<file path="src/rtl/intc_pkg.sv">
package intc_pkg;
   localparam int unsigned NSRC  = 4;
   localparam int unsigned LVL_W = $clog2(NSRC);

   typedef enum logic [LVL_W-1:0] {
      SRC_MCHK = 2'd0,
      SRC_PCHK = 2'd1,
      SRC_TMR  = 2'd2,
      SRC_IO   = 2'd3
   } src_e;

   typedef logic [LVL_W-1:0] lvl_t;
endpackage

</file>
<file path="src/rtl/intc_timer.sv">
module intc_timer #(
   parameter int unsigned TMR_W = 16
) (
   input  logic             clk,
   input  logic             rst_n,
   input  logic             period_we_i,
   input  logic [TMR_W-1:0] period_i,
   output logic             tick_o
);
   logic [TMR_W-1:0] period_q;
   logic [TMR_W-1:0] cnt_q;
   logic             run;
   logic             at_end;

   assign run    = (period_q != '0);
   assign at_end = (cnt_q <= TMR_W'(1));
   assign tick_o = run && at_end;

   always_ff @(posedge clk or negedge rst_n) begin
      if (!rst_n) begin
         period_q <= '0;
         cnt_q    <= '0;
      end else if (period_we_i) begin
         period_q <= period_i;
         cnt_q    <= period_i;
      end else if (run) begin
         cnt_q <= at_end ? period_q : cnt_q - TMR_W'(1);
      end
   end
endmodule

</file>
<file path="src/rtl/intc_prio_sel.sv">
module intc_prio_sel
   import intc_pkg::*;
(
   input  logic [NSRC-1:0] pend_i,
   input  logic            busy_i,
   input  lvl_t            top_i,
   output logic            irq_o,
   output lvl_t            sel_o
);
   logic [NSRC-1:0] elig;

   for (genvar g = 0; g < NSRC; g++) begin : g_elig
      assign elig[g] = pend_i[g] && (!busy_i || (LVL_W'(g) < top_i));
   end

   assign irq_o = |elig;

   always_comb begin
      sel_o = '0;
      for (int i = NSRC - 1; i >= 0; i--) begin
         if (elig[i]) sel_o = LVL_W'(i);
      end
   end
endmodule

</file>
<file path="src/rtl/intc_svc_stack.sv">
module intc_svc_stack
   import intc_pkg::*;
#(
   parameter int unsigned DEPTH = 4,
   localparam int unsigned SPW  = $clog2(DEPTH + 1),
   localparam int unsigned IDXW = $clog2(DEPTH)
) (
   input  logic           clk,
   input  logic           rst_n,
   input  logic           push_i,
   input  lvl_t           lvl_i,
   input  logic           pop_i,
   output logic           busy_o,
   output lvl_t           top_o,
   output logic [SPW-1:0] depth_o
);
   lvl_t           stk_q [DEPTH];
   logic [SPW-1:0] sp_q;
   logic [IDXW-1:0] wr_idx;
   logic [IDXW-1:0] rd_idx;

   assign wr_idx  = IDXW'(sp_q);
   assign rd_idx  = IDXW'(sp_q - SPW'(1));
   assign busy_o  = (sp_q != '0);
   assign top_o   = busy_o ? stk_q[rd_idx] : '0;
   assign depth_o = sp_q;

   always_ff @(posedge clk or negedge rst_n) begin
      if (!rst_n) begin
         sp_q <= '0;
         for (int i = 0; i < DEPTH; i++) stk_q[i] <= '0;
      end else if (push_i && (sp_q < SPW'(DEPTH))) begin
         stk_q[wr_idx] <= lvl_i;
         sp_q          <= sp_q + SPW'(1);
      end else if (pop_i && busy_o) begin
         sp_q <= sp_q - SPW'(1);
      end
   end
endmodule

</file>
<file path="src/rtl/prio_vec_intc.sv">
module prio_vec_intc
   import intc_pkg::*;
#(
   parameter int unsigned ADDR_W   = 16,
   parameter int unsigned OFS_W    = 8,
   parameter int unsigned TMR_W    = 16,
   parameter int unsigned DEPTH    = 4,
   parameter logic [ADDR_W-1:0] BASE_RST = '0,
   localparam int unsigned SPW     = $clog2(DEPTH + 1)
) (
   input  logic                   clk,
   input  logic                   rst_n,
   input  logic                   mchk_i,
   input  logic                   pchk_i,
   input  logic                   io_i,
   input  logic [NSRC*OFS_W-1:0]  src_offset_i,
   input  logic                   base_we_i,
   input  logic [ADDR_W-1:0]      base_wdata_i,
   input  logic                   period_we_i,
   input  logic [TMR_W-1:0]       period_wdata_i,
   input  logic                   ack_i,
   input  logic                   eos_i,
   output logic                   irq_o,
   output logic [LVL_W-1:0]       ack_src_o,
   output logic [ADDR_W-1:0]      vector_o,
   output logic                   vector_valid_o
);
   if (DEPTH < NSRC) begin : g_bad_depth
      $error("DEPTH must cover one entry per source class");
   end
   if (OFS_W > ADDR_W) begin : g_bad_ofs
      $error("OFS_W must not exceed ADDR_W");
   end

   logic [NSRC-1:0]  pend_q;
   logic [NSRC-1:0]  set_v;
   logic [NSRC-1:0]  clr_v;
   logic [ADDR_W-1:0] base_q;
   logic             tmr_tick;
   logic             accept;
   lvl_t             sel;
   logic             svc_busy;
   lvl_t             svc_top;
   logic [SPW-1:0]   svc_depth;
   logic [OFS_W-1:0] ofs_arr [NSRC];
   logic [ADDR_W-1:0] ofs_ext;
   logic [ADDR_W-1:0] vec_sum;

   intc_timer #(.TMR_W(TMR_W)) u_timer (
      .clk         (clk),
      .rst_n       (rst_n),
      .period_we_i (period_we_i),
      .period_i    (period_wdata_i),
      .tick_o      (tmr_tick)
   );

   intc_prio_sel u_sel (
      .pend_i (pend_q),
      .busy_i (svc_busy),
      .top_i  (svc_top),
      .irq_o  (irq_o),
      .sel_o  (sel)
   );

   intc_svc_stack #(.DEPTH(DEPTH)) u_stack (
      .clk     (clk),
      .rst_n   (rst_n),
      .push_i  (accept),
      .lvl_i   (sel),
      .pop_i   (eos_i && !accept),
      .busy_o  (svc_busy),
      .top_o   (svc_top),
      .depth_o (svc_depth)
   );

   for (genvar g = 0; g < NSRC; g++) begin : g_ofs
      assign ofs_arr[g] = src_offset_i[g*OFS_W +: OFS_W];
   end

   if (OFS_W == ADDR_W) begin : g_ofs_full
      assign ofs_ext = ofs_arr[sel];
   end else begin : g_ofs_zext
      assign ofs_ext = {{(ADDR_W-OFS_W){1'b0}}, ofs_arr[sel]};
   end

   assign vec_sum = base_q + ofs_ext;
   assign accept  = ack_i && irq_o;

   always_comb begin
      set_v           = '0;
      set_v[SRC_MCHK] = mchk_i;
      set_v[SRC_PCHK] = pchk_i;
      set_v[SRC_TMR]  = tmr_tick;
      set_v[SRC_IO]   = io_i;
      clr_v           = '0;
      if (accept) clr_v[sel] = 1'b1;
   end

   always_ff @(posedge clk or negedge rst_n) begin
      if (!rst_n) begin
         pend_q         <= '0;
         base_q         <= BASE_RST;
         ack_src_o      <= '0;
         vector_o       <= '0;
         vector_valid_o <= 1'b0;
      end else begin
         pend_q         <= (pend_q & ~clr_v) | set_v;
         vector_valid_o <= accept;
         if (base_we_i) base_q <= base_wdata_i;
         if (accept) begin
            ack_src_o <= sel;
            vector_o  <= vec_sum;
         end
      end
   end
endmodule

</file>
<file path="config.mk">
export PLATFORM = sky130hd
export DESIGN_NAME = prio_vec_intc
export DESIGN_NICKNAME = d
export VERILOG_FILES = /design/src/rtl/intc_pkg.sv /design/src/rtl/intc_timer.sv /design/src/rtl/intc_prio_sel.sv /design/src/rtl/intc_svc_stack.sv /design/src/rtl/prio_vec_intc.sv
export SDC_FILE = /design/constraint.sdc
export NUM_CORES = 1
export LEC_CHECK = 0
export ABC_AREA = 0
export BUFFER_PORTS_ARGS = -buffer_cell sky130_fd_sc_hd__buf_2
export CAP_MARGIN = 20
export CORE_ASPECT_RATIO = 1.1
export CORE_MARGIN = 1.5
export CORE_UTILIZATION = 30
export DETAILED_ROUTE_END_ITERATION = 16
export SETUP_SLACK_MARGIN = 0.4
export SKIP_LAST_GASP = 1
export SYNTH_ARGS = -nofsm -noshare
export SYNTH_HDL_FRONTEND = slang
export SYNTH_SLANG_ARGS = --single-unit
</file>
<file path="constraint.sdc">
create_clock -name clk -period 9.5 [get_ports clk]
set_input_delay 0.475 -clock clk [delete_from_list [all_inputs] [get_ports clk]]
set_output_delay 0.475 -clock clk [all_outputs]
set_load 0.02 [all_outputs]
</file>
## After elaboration in Yosys (flattened, before gate mapping)

Cells that the tools add are included.

| cells by class | value |
|---|---|
| add/subtract/negate cells | 4 |
| multiply operators | 0 |
| divide/modulo/power cells | 0 |
| $lt $le $gt $ge | 12 |
| equality and inequality tests | 0 |
| shifts and indexed selects | 0 |
| muxes and demuxes | 22 |
| bitwise logic cells | 6 |
| reduce and logical (&&, ||, !) cells | 22 |

Operators by type and width:

| operator | count |
|---|---|
| $mux W16 | 3 |
| $add A16 B8 Y16 | 1 |
| $bmux W8 S2 | 1 |
| $le A16 B1 Y1 const B | 1 |
| $mux W2 | 8 |
| $mux W8 | 2 |
| $reduce_bool A16 Y1 | 1 |
| $sub A16 B1 Y16 const B | 1 |
| $logic_and A1 B1 Y1 | 11 |
| $ge A3 B3 Y1 const B | 3 |
| $not A2 Y3 | 3 |
| $bwmux W8 | 1 |
| $mux W3 | 2 |
| $and A4 B4 Y4 | 1 |
| $bmux W2 S2 | 1 |
| $demux W2 S2 | 1 |
| $logic_or A1 B1 Y1 | 4 |
| $lt A1 B2 Y1 const A | 2 |
| $lt A2 B2 Y1 const A | 2 |
| $mux W4 | 1 |
| $not A4 Y4 | 1 |
| $or A4 B4 Y4 | 1 |
| $reduce_bool A2 Y1 | 2 |
| $reduce_or A4 Y1 | 1 |
| 10 further kinds | 11 |

| storage, ports and cells | value |
|---|---|
| register bits after elaboration | 82 |
| bits in latches | 0 |
| bits in writable memories | 0 |
| bits in read-only memories | 0 |
| input port bits | 73 |
| output and inout port bits | 20 |
| memories | 0 |

## Depth between registers and ports, before layout

| logic depth | value |
|---|---|
| depth after elaboration | 21 |
| depth in mapped cells | 18 |
| depth with buffers taken out | 16 |

## Modules after synthesis

A second synthesis with hierarchy kept.

| second synthesis, totals | value |
|---|---|
| cells, all modules | 444 |
| area total of the unflattened synthesis | 4644.5 um2 |

By module, submodules not included:

| module | times used | cells each | area an instance (um2) |
|---|---|---|---|
| prio_vec_intc | 1 | 178 | 2073.2 |
| intc_timer | 1 | 203 | 1879.3 |
| intc_svc_stack | 1 | 49 | 623.1 |
| intc_prio_sel | 1 | 14 | 68.8 |

## Worst setup path before layout

OpenSTA, ideal clock, no wires.

| timing path | value |
|---|---|
| path type | register to register |
| start | register u_stack.sp_q[0] (netlist: u_stack.depth_o[0]) |
| end | register vector_o[12] |
| setup time | 136 ps |
| arrival | 4209 ps |
| path slack | 5155 ps |
| cell stages (with the launch flop) | 18 |
| period minus slack after synthesis | 4345 ps |
| path through | dfrtp_1 inv_1 ha_1 nor2b_1 clkbuf_1 o21ai_1 a21oi_1 buf_2 mux2i_1 a21oi_1 ha_1 fa_1 a21oi_1 o21ai_0 a2111oi_0 nor3_1 xnor2_1 o21ai_0 |

| between the ends | value |
|---|---|
| word-level cells in the longest chain between the ends | 18 |
| elaborated cells between the ends (all ways) | 31 |

Ends and longest elaborated chain:

| item | line | RTL |
|---|---|---|
| start, declared | intc_svc_stack.sv:18 | `logic [SPW-1:0] sp_q;` |
| start signal, assigned | intc_svc_stack.sv:34 | `sp_q <= sp_q + SPW'(1);` |
| start signal, assigned | intc_svc_stack.sv:36 | `sp_q <= sp_q - SPW'(1);` |
| $sub A3 B1 Y3 (*) | - |  |
| via u_stack.rd_idx[0] | intc_svc_stack.sv:20 | `logic [IDXW-1:0] rd_idx;` |
| $not A2 Y3 (not written as such) (*) | intc_svc_stack.sv:25 | `assign top_o = busy_o ? stk_q[rd_idx] : '0;` |
| $bmux W2 S2 (*) | intc_svc_stack.sv:25 |  |
| $mux W2 (not written as such) (*) (2 in series) | intc_svc_stack.sv:25 |  |
| $mux W2 (*) | intc_svc_stack.sv:25 |  |
| $lt A2 B2 Y1 | intc_prio_sel.sv:13 | `assign elig[g] = pend_i[g] && (!busy_i \|\| (LVL_W'(g) < top_i));` |
| $logic_or A1 B1 Y1 | intc_prio_sel.sv:13 |  |
| $logic_and A1 B1 Y1 | intc_prio_sel.sv:13 |  |
| $mux W2 (4 in series) | intc_prio_sel.sv:21 | `if (elig[i]) sel_o = LVL_W'(i);` |
| $not A2 Y3 (not written as such) | prio_vec_intc.sv:83 | `assign ofs_ext = {{(ADDR_W-OFS_W){1'b0}}, ofs_arr[sel]};` |
| $bmux W8 S2 | prio_vec_intc.sv:83 |  |
| $mux W8 (not written as such) (2 in series) | prio_vec_intc.sv:83 |  |
| $add A16 B8 Y16 | prio_vec_intc.sv:86 | `assign vec_sum = base_q + ofs_ext;` |
| end signal, assigned | prio_vec_intc.sv:112 | `vector_o <= vec_sum;` |
| end, declared | prio_vec_intc.sv:25 | `output logic [ADDR_W-1:0] vector_o,` |

The timed path passes the listed nets; every way through them passes the cells marked *. The select of a mux whose other input is x is not followed.
A chain may end at the register's enable or synchronous reset.

## Worst setup path in the final report

| timing path | value |
|---|---|
| start | register u_stack.sp_q[0] (netlist: u_stack.depth_o[0]) |
| end | register vector_o[14] |

The elaborated chain is that of the path after synthesis.

==> results.ini <==
[power_and_ir_drop]
swShare_pct = 38.0
power_density_nw_per_um2 = 242
p_clk_share_pct = 26.0
power_frac_comb_pct = 37.3
switchingPower_uw = 509
p_int_uw = 831
peakVddDrop_mv = 0.0741
power_frac_seq_pct = 36.7
p_leak_uw = 0.00255

[timing]
hold_violations = 0
finalMaxSlewViolations = 0
max_freq_mhz = 213
fin_tns_setup_ns = 0
finalSetupViolations = 0
rsz0062_at_grt = no
fin_crit_ns = 4.71
skew_ns = 0.00586
fin_ws_ns = 4.79
fin_crit_sh_pct = 49.5
slew_headroom_pct = 43.2
tightest_slew_ns = 0.850

[min_path]
hold_path_depth = 2
holdCritPathClass = input pin to register

[cells_and_area]
nNetsFinal = 660
fin_cells = 772
drive_gt1_share_pct = 24.7
multi_input_area_sq_um = 2290
areaGrowthSynthToFinish_pct = 21.1
diodes = 0
register_area_sq_um = 2050
nFillCells = 1557

[critical_path]
r2r_slack_ns = 4.79
critPathMaxFanout = 10
startpoint = u_stack.depth_o[0]$_DFFE_PN0P_
slowest_stage = nor2b_1
crit_path_cell_trace = inv_1 > ha_1 > nor2b_1 > o21ai_1 > a21oi_1 > buf_4 > mux2i_1 > a21oi_1 > ha_1 > fa_1 > a21oi_1 > o21ai_0 > a2111oi_0 > dlymetal6s2s_1 > nor3_1 > xnor2_1 > o21ai_0
cp_slowest_stage_delay_ns = 0.50
cp_data_arrival_time_ns = 4.90
critPathKind = register to register
critPathMostFrequentCell = a21oi_1
cp.required_ns = 9.70
r2r_cells = 17
start_kind = register
r2r_end = vector_o[14]$_DFFE_PN0P_
crit_path_end = vector_o[14]$_DFFE_PN0P_
timing.rr.start = u_stack.depth_o[0]$_DFFE_PN0P_
cp-end-kind = register

[synth]
synth_edf_count = 0
synth-seq-cells = 82
netlist_top_cells_count = dfrtp_1 (82), nand2_1 (55), o21ai_0 (52)
netlist_area_sq_um = 4560
syn_nets = 576
yosysWarnings = 0
synthArstFlopShare_pct = 100
synth.most_common_cell = dfrtp_1
ys_seq_area_share_pct = 45.0
avgSynthCellArea_sq_um = 9.37
yosysTopAreaCell = dfrtp_1
syn_inst = 487
synthTopCellsByArea = dfrtp_1 (45%), o21ai_0 (5.7%), mux2_2 (5.7%), nand2_1 (4.5%), a21oi_1 (4.2%)
ys_types = 52
synth-main-ff-cell = dfrtp_1
synth_top_area_share_pct = 45.0

[clock_network]
cts_buffers = 9
cts_root_buffer = clkbuf_16
clock-sinks = 82
cts_resized = 0
cts_setup_buffers = 0
cts.htree.levels = 3
cts.hold.buffers_added = 0
insertion_delay_ns = 0.35
cts_tree = yes
path_clk_slew_ns = 0.06
cts.path.max_buffers = 2

[placed_design]
post-place-ws_ns = 4.37
port_buffers = 92
hpwl_um = 8520
dp.cells = 752
place_congestion = 0.842

[route]
firstDrtPassIters = 5
drt_wl_total_um = 11600
ant_nets = 0
via_per_inst = 5.10
drt-wirelength-per-cell_um = 15.0
drc = 0
vias = 3937
drt_iter0_drc = 215

[die]
row_count = 47
coreArea_sq_um = 14900
start_util_pct = 30.6
io_pins = 93
fp.dieH_um = 132
dieArea_sq_um = 16000
die-width_um = 121

[grt]
grt_max_degree = 83
antenna_found_initial = 0
grt_pass1_vias = 3894
grt_usage_pct = 15.1
overflow = 0
grt_pass1_wl_um = 19200

[job]
maxCapViolCount = 0

[outcome]
status = finished clean

## final cells by class
type	instances	area share [%]
flip-flops and latches	82	37.1
well taps	196	4.44
inverters	34	2.31
multi-input cells	347	41.4
clock buffers	12	4.28
clock inverters	4	0.950
repair buffers	97	9.50
## cells in the final DEF (no fill, tap or decap), types with 6 or more instances in the layout
cell type  instances
buf_2             91
dfrtp_1           82
nand2_1           55
o21ai_0           52
a21oi_1           38
inv_1             33
mux2_2            23
nor2_1            19
ha_1              15
o22ai_1           14
mux2i_1           12
nor4_1            10
xnor2_1           10
nand3_1            9
clkbuf_16          9
a21o_1             8
o21ai_1            7
or3_1              7
xor2_1             6
## worst min path at each step
stage,from,end,slack [ns]
after floorplan,rst_n,ack_src_o[0]$_DFFE_PN0P_,0.18
after global placement,ack_src_o[0]$_DFFE_PN0P_,ack_src_o[0]$_DFFE_PN0P_,0.45
after detailed placement,ack_src_o[0]$_DFFE_PN0P_,ack_src_o[0]$_DFFE_PN0P_,0.47
after CTS,mchk_i,pend_q[0]$_DFF_PN0_,0.30
after global routing,mchk_i,pend_q[0]$_DFF_PN0_,0.30
final,mchk_i,pend_q[0]$_DFF_PN0_,0.31
## sequential cells by signal (all words and copies together), names as in the netlist
name,cells
u_stack.depth_o,3
vector_valid_o,1
pend_q,4
u_timer.period_q,16
u_stack.stk_q,8
u_timer.cnt_q,16
base_q,16
vector_o,16
ack_src_o,2
## critical path: cells and delay by family, from the launching register on
family	cells	cell delay (ns)
AO/OA/AOI/OAI	7	1.53
adder cells (fa/ha/maj)	3	0.85
buffers and inverters	3	0.72
AND/OR/NAND/NOR	2	0.59
flip-flops	1	0.45
multiplexers	1	0.23
XOR/XNOR	1	0.16
## metal layers
layer | vias up | track usage (%) | part of all wire, %
met1 | 1886 | 18.8 | 43
li1 | 1906 | - | -
met4 | 0 | 6.21 | 2.3
met5 | - | 0 | 0
met2 | 125 | 24.8 | 49
met3 | 20 | 3.94 | 5.5
## power groups by stage
stage / combinational [uW] / sequential [uW] / clock, uW
after floorplan: 322 / 527 / 0
after global placement: 485 / 493 / 0
after detailed placement: 499 / 498 / 0
after CTS: 501 / 492 / 356
after global routing: 558 / 503 / 373
final: 501 / 491 / 348
## metrics by stage
step,utilization [%],instance area (sq um),total power (uW),hold slack [ns]
after floorplan,-,4560,849,0.179
after global placement,34.7,5180,978,0.455
after detailed placement,34.7,5180,996,0.467
after CTS,36.6,5470,1350,0.304
after global routing,37.0,5530,1430,0.298
final,37.0,5530,1340,0.311
## cells by family after synthesis
kind of cell	count (synthesis)	share of synthesized area (%)
adder cells (fa/ha/maj)	16	4.55
multiplexers	37	9.29
AO/OA/AOI/OAI	144	18.9
flip-flops	82	45.0
AND/OR/NAND/NOR	134	14.3
buffers and inverters	58	4.88
XOR/XNOR	16	3.07
(Power assumes the default switching activity.)
